`config.mk`:
```
export PLATFORM = sky130hd
export DESIGN_NAME = symptom_gather
export DESIGN_NICKNAME = d
export VERILOG_FILES = /design/src/rtl/symg_pkg.sv /design/src/rtl/symg_sat_counter.sv /design/src/rtl/symg_nest_track.sv /design/src/rtl/symg_ded_cam.sv /design/src/rtl/symptom_gather.sv
export SDC_FILE = /design/constraint.sdc
export NUM_CORES = 1
export LEC_CHECK = 0
export BUFFER_PORTS_ARGS = -buffer_cell sky130_fd_sc_hd__buf_2
export CAP_MARGIN = 20
export CORE_UTILIZATION = 61
export CTS_BUF_LIST = sky130_fd_sc_hd__clkbuf_8
export DETAILED_ROUTE_END_ITERATION = 6
export GPL_ROUTABILITY_DRIVEN = 0
export PLACE_DENSITY_LB_ADDON = 0.2
export SLEW_MARGIN = 40
export SYNTH_ARGS = -nofsm -noshare
export SYNTH_HDL_FRONTEND = slang
export SYNTH_HIERARCHICAL = 1
export SYNTH_SLANG_ARGS = --single-unit
```
`constraint.sdc`:
```
create_clock -name clk -period 3.25 [get_ports clk]
set_input_delay 0.65 -clock clk [delete_from_list [all_inputs] [get_ports clk]]
set_output_delay 0.65 -clock clk [all_outputs]
set_load 0.02 [all_outputs]
```
`src/rtl/symg_pkg.sv`:
```
package symg_pkg;
  localparam int TYPE_W  = 8;
  localparam int SID_W   = 2;
  localparam int LVL_W   = 3;
  localparam int MAX_LVL = 6;
  localparam int NTRAP   = 6;
  localparam int NSYM    = NTRAP + 1;
  localparam int NFEAT   = NSYM + 1;
  // Tracked trap codes; index k feeds feature element k.
  localparam logic [NTRAP-1:0][TYPE_W-1:0] TRACKED =
    {8'h05, 8'h02, 8'h30, 8'h28, 8'h34, 8'h10};
endpackage

```
`src/rtl/symg_sat_counter.sv`:
```
module symg_sat_counter #(
  parameter int W = 8
) (
  input  logic         clk,
  input  logic         rst,
  input  logic         inc,
  input  logic         clr,
  output logic [W-1:0] cnt_q,
  output logic [W-1:0] cnt_nx
);
  localparam logic [W-1:0] MAXV = {W{1'b1}};

  always_comb cnt_nx = (inc && cnt_q != MAXV) ? cnt_q + 1'b1 : cnt_q;

  always_ff @(posedge clk) begin
    if (rst || clr) cnt_q <= '0;
    else            cnt_q <= cnt_nx;
  end

  assert_sat_hold_R4: assert property (@(posedge clk) disable iff (rst)
    (cnt_q == MAXV && !clr) |=> cnt_q == MAXV);
  assert_no_wrap_R4: assert property (@(posedge clk) disable iff (rst)
    (!clr) |=> cnt_q >= $past(cnt_q));
endmodule

```
`src/rtl/symg_nest_track.sv`:
```
module symg_nest_track
  import symg_pkg::*;
(
  input  logic             clk,
  input  logic             rst,
  input  logic             ev,
  input  logic [LVL_W-1:0] depth,
  input  logic             clr,
  output logic [LVL_W-1:0] lvl_q,
  output logic [LVL_W-1:0] lvl_nx
);
  logic [LVL_W-1:0] d_clamp;

  always_comb begin
    d_clamp = (depth > LVL_W'(MAX_LVL)) ? LVL_W'(MAX_LVL) : depth;
    lvl_nx  = (ev && d_clamp > lvl_q) ? d_clamp : lvl_q;
  end

  always_ff @(posedge clk) begin
    if (rst || clr) lvl_q <= '0;
    else            lvl_q <= lvl_nx;
  end

  assert_lvl_bound_R6: assert property (@(posedge clk) disable iff (rst)
    lvl_q <= LVL_W'(MAX_LVL));
  assert_lvl_mono_R6: assert property (@(posedge clk) disable iff (rst)
    (!clr) |=> lvl_q >= $past(lvl_q));
endmodule

```
`src/rtl/symg_ded_cam.sv`:
```
module symg_ded_cam
  import symg_pkg::*;
#(
  parameter int DEPTH = 8,
  localparam int AW = $clog2(DEPTH)
) (
  input  logic              clk,
  input  logic              rst,
  input  logic              we,
  input  logic [AW-1:0]     waddr,
  input  logic [TYPE_W-1:0] wcode,
  input  logic [SID_W-1:0]  wsid,
  input  logic              wvalid,
  input  logic              look_en,
  input  logic [TYPE_W-1:0] look_code,
  output logic              hit_q,
  output logic [SID_W-1:0]  sid_q
);
  logic              ent_v [DEPTH];
  logic [TYPE_W-1:0] ent_c [DEPTH];
  logic [SID_W-1:0]  ent_s [DEPTH];
  logic              m_hit;
  logic [SID_W-1:0]  m_sid;

  // Scan downward so the lowest matching index is the last assignment.
  always_comb begin
    m_hit = 1'b0;
    m_sid = '0;
    for (int i = DEPTH - 1; i >= 0; i--) begin
      if (ent_v[i] && ent_c[i] == look_code) begin
        m_hit = 1'b1;
        m_sid = ent_s[i];
      end
    end
  end

  always_ff @(posedge clk) begin
    if (we) begin
      ent_c[waddr] <= wcode;
      ent_s[waddr] <= wsid;
    end
  end

  always_ff @(posedge clk) begin
    if (rst) begin
      for (int i = 0; i < DEPTH; i++) ent_v[i] <= 1'b0;
    end else if (we) begin
      ent_v[waddr] <= wvalid;
    end
  end

  always_ff @(posedge clk) begin
    if (rst) begin
      hit_q <= 1'b0;
      sid_q <= '0;
    end else begin
      hit_q <= look_en && m_hit;
      sid_q <= (look_en && m_hit) ? m_sid : '0;
    end
  end

  assert_hit_after_trap_R9: assert property (@(posedge clk) disable iff (rst)
    hit_q |-> $past(look_en));
  assert_sid_zero_R10: assert property (@(posedge clk) disable iff (rst)
    !hit_q |-> sid_q == '0);
endmodule

```
`src/rtl/symptom_gather.sv`:
```
module symptom_gather
  import symg_pkg::*;
#(
  parameter int CNT_W     = 8,
  parameter int TBL_DEPTH = 8,
  localparam int AW = $clog2(TBL_DEPTH)
) (
  input  logic                   clk,
  input  logic                   rst,
  input  logic                   trap_valid,
  input  logic [TYPE_W-1:0]      trap_code,
  input  logic [LVL_W-1:0]       trap_depth,
  input  logic                   busy_pulse,
  input  logic                   win_end,
  input  logic                   tbl_we,
  input  logic [AW-1:0]          tbl_idx,
  input  logic [TYPE_W-1:0]      tbl_code,
  input  logic [SID_W-1:0]       tbl_sid,
  input  logic                   tbl_valid,
  output logic [NFEAT*CNT_W-1:0] feat_vec,
  output logic                   feat_valid,
  output logic                   ded_hit,
  output logic [SID_W-1:0]       ded_sid
);
  logic [NSYM-1:0][CNT_W-1:0]  cnt_q;
  logic [NSYM-1:0][CNT_W-1:0]  cnt_nx;
  logic [NSYM-1:0]             sym_inc;
  logic [LVL_W-1:0]            lvl_q;
  logic [LVL_W-1:0]            lvl_nx;
  logic [NFEAT-1:0][CNT_W-1:0] feat_q;

  for (genvar k = 0; k < NSYM; k++) begin : g_sym
    if (k < NTRAP) begin : g_trap
      assign sym_inc[k] = trap_valid && (trap_code == TRACKED[k]);
    end else begin : g_busy
      assign sym_inc[k] = busy_pulse;
    end
    symg_sat_counter #(.W(CNT_W)) u_cnt (
      .clk    (clk),
      .rst    (rst),
      .inc    (sym_inc[k]),
      .clr    (win_end),
      .cnt_q  (cnt_q[k]),
      .cnt_nx (cnt_nx[k])
    );
  end

  symg_nest_track u_nest (
    .clk    (clk),
    .rst    (rst),
    .ev     (trap_valid),
    .depth  (trap_depth),
    .clr    (win_end),
    .lvl_q  (lvl_q),
    .lvl_nx (lvl_nx)
  );

  symg_ded_cam #(.DEPTH(TBL_DEPTH)) u_cam (
    .clk       (clk),
    .rst       (rst),
    .we        (tbl_we),
    .waddr     (tbl_idx),
    .wcode     (tbl_code),
    .wsid      (tbl_sid),
    .wvalid    (tbl_valid),
    .look_en   (trap_valid),
    .look_code (trap_code),
    .hit_q     (ded_hit),
    .sid_q     (ded_sid)
  );

  always_ff @(posedge clk) begin
    if (rst) begin
      feat_q     <= '0;
      feat_valid <= 1'b0;
    end else begin
      feat_valid <= win_end;
      if (win_end) begin
        for (int k = 0; k < NSYM; k++) feat_q[k] <= cnt_nx[k];
        feat_q[NSYM] <= CNT_W'(lvl_nx);
      end
    end
  end

  assign feat_vec = feat_q;

  assert_win_pulse_R5: assert property (@(posedge clk) disable iff (rst)
    feat_valid |-> $past(win_end));
  assert_feat_hold_R7: assert property (@(posedge clk) disable iff (rst)
    !win_end |=> $stable(feat_vec));
  assert_cnt_restart_R5: assert property (@(posedge clk) disable iff (rst)
    win_end |=> cnt_q == '0);
endmodule

```
==> impl_metrics.ini <==
[yosys]
synthAdderAreaFrac = 0.0126
synth.avg_cell_area_um2 = 11.2
syn_area_um2 = 9950
synth-seq-cells = 210
synth_compound_area_frac = 0.0987
synth.most_common_cell = dfxtp_1
synthTopCellsByArea = edfxtp_1 (27%), dfxtp_1 (25%), mux2i_1 (9.2%), xnor2_1 (4.4%), xor2_1 (3.7%)
ys_warn_count = 6
synth_edf_count = 88
synth.yosys.seq_area_share = 0.511
yosys-mux-area-fraction = 0.104
synth_top_area_share = 0.265
netlist_top_cells_count = dfxtp_1 (122), mux2i_1 (91), edfxtp_1 (88), nor2_1 (77), nand2_1 (76)
syn_inst = 888
synthArstFlopShare = 0
synth-simple-area-share = 0.165
ys.flop_type = dfxtp_1
synth-xor-area-share = 0.0810
synth_top_family_by_area = simple AND/OR/NAND/NOR gates
synth_cell_type_count = 56
synth_largest_area_cell = edfxtp_1

[critical_path]
slowest_stage = or4_4
start_kind = primary input
crit_required_ns = 3.66
worst-path-max-fanout = 7
worst_setup_path_end_kind = flip-flop
r2r_setup_slack_ns = 0.95
arrival_ns = 2.91
crit_type = in2reg
path_cells = buf_2 -> or4_4 -> nor4_2 -> nand4_1 -> a2111oi_1 -> a21oi_1 -> mux2i_1 -> nor2_1
max_stage_delay_ns = 0.58

[final_layout]
multi_input_area_um2 = 4600
drive_above_1_share = 0.242
fin_nets = 1077
syn2layout_area_growth_pct = 15.7
final_util = 0.725
n_fill_cell = 1207
regArea_um2 = 5080
diodes = 0
final_cells = 1278

[sta]
fin_setup_tns_ns = 0
fin_skew_ns = 0.0220
rsz0062_at_grt = false
setup_viol = 0
tightest_slew_ns = 0.711
drv_slew = 0
hold_viol_final = 0
finalCritPeriodShare = 0.769
relSlewSlack = 0.526
fin_crit_ns = 2.50
fmax_ghz = 0.400

[worst_hold_path]
min_path_type = in2reg

[die]
rows = 46
fp.dieW_um = 130
io_pins = 99
dieArea_um2 = 16800
dieHeight_um = 130
start_util = 0.627
core-area_um2 = 15900

[pwr]
ir_drop_mv = 0.364
intPower_w = 0.00412
p_sw_frac = 0.233
p_leak_nw = 4.60
seq_power_share = 0.524
power_density_nw_per_um2 = 467
total_power_w = 0.00537
p_comb_frac = 0.062
clockPowerShare = 0.414
p_sw_w = 0.00125

[cts]
postCtsSetupBuffers = 0
worstSkewPairLatency_ns = 0.52
hold_buffers = 0
clock-sinks = 210
cts.path.max_buffers = 3
cts_tree = yes
cts_resized = 0
ctsHtreeMaxLevel = 2
cts_inserted_buffers = 37
clockRootBuffer = clkbuf_8
path_clk_slew_ns = 0.06

[global_routing]
use_met2 = 0.434
met3_usage = 0.0574
grt_pass1_vias = 6819
grt-ovfl-total = 0
grt_pass1_wl_mm = 34.1
grt.total_usage = 0.261
gr-max-usage-layer = met2
grt_max_degree = 51
grt_antenna_before_repair = 0
grt_use_met1 = 0.336

[routing]
wire_per_inst_um = 16.9
drtIter0Drc = 286
vias = 7211
wl_mm = 21.5
ant_nets = 0
via_per_inst = 5.64
drc_errors = 0
first_pass_iters = 5

[placement]
place_inst = 1213
io_buffers = 93
place.detailed.hpwl_mm = 14.5

[run_status]
outcome = complete, no violations

[job]
maxCapViolations = 0
-- logic make-up after synthesis --
kind of cell,Yosys count
mux,101
buf+inv,53
simple gates,306
compound gates,115
fa+ha+maj,10
xor+xnor,92
other cells,1
flops,210
-- critical path, delay by kind of cell --
| kind | cells | cell delay, ns |
|---|---|---|
| AND/OR/NAND/NOR | 4 | 1.22 |
| AO/OA/AOI/OAI | 2 | 0.72 |
| buffers and inverters | 1 | 0.16 |
| multiplexers | 1 | 0.15 |
-- layout make-up --
cell class,count,share of cell area
clock buffers,43,0.0514
clock inverters,22,0.00793
inverters,23,0.00750
multi-input cells,629,0.400
flip-flops and latches,210,0.442
well taps,216,0.0235
repair buffers,135,0.0682
-- cell usage in the layout (no fill, tap or decap), types with 43 or more instances in the layout --
master    count
a21oi_1      45
buf_2        91
buf_4        44
clkbuf_8     43
dfxtp_1     122
edfxtp_1     88
mux2i_1      91
nand2_1      76
nor2_1       77
xnor2_1      50
-- power by group through the flow --
stage               clock (W)  sequential (W)  combinational [W]
finish                0.00222         0.00281           0.000333
global route          0.00241         0.00282           0.000358
CTS                   0.00229         0.00281           0.000333
detailed placement          0         0.00287           0.000331
global placement            0         0.00287           0.000323
floorplan                   0         0.00287           0.000211
-- through the flow --
stage / setup slack [ns] / cell area (um^2) / hold WS, ns
6_report: 0.751 / 11500 / 0.411
4_1_cts: 0.748 / 11500 / 0.391
3_3_place_gp: 0.283 / 10800 / 0.458
2_1_floorplan: 0.561 / 9970 / 0.447
5_1_grt: 0.589 / 11500 / 0.410
3_5_place_dp: 0.186 / 10800 / 0.474
-- registers in the layout, indices dropped and copies added, names as in the netlist --
name	count
u_cam/ent_c	64
feat_vec	59
g_sym.u_cnt/cnt_q	56
u_cam/ent_s	16
u_cam/ent_v	8
u_nest/lvl_q	3
u_cam/sid_q	2
feat_valid	1
u_cam/hit_q	1
-- layer usage --
layer | wire length, um | part of all wire | up-vias
li1 | - | - | 3543
met1 | 9630 | 0.45 | 3441
met2 | 10300 | 0.48 | 192
met3 | 1140 | 0.053 | 35
met4 | 497 | 0.023 | 0
met5 | 0 | 0 | -
-- worst paths after layout --
check | startpoint | endpoint | cells past startpoint
setup / recovery | trap_code[7] | feat_vec[39] | 8
hold / removal | tbl_sid[0] | u_cam/ent_s[4][0] | 1
hold reg to reg | u_nest/lvl_q[1] | u_nest/lvl_q[1] | 2
setup reg to reg | u_cam/ent_c[7][0] | u_cam/sid_q[1] | 7
No activity file was read; power rests on OpenSTA's default activity.
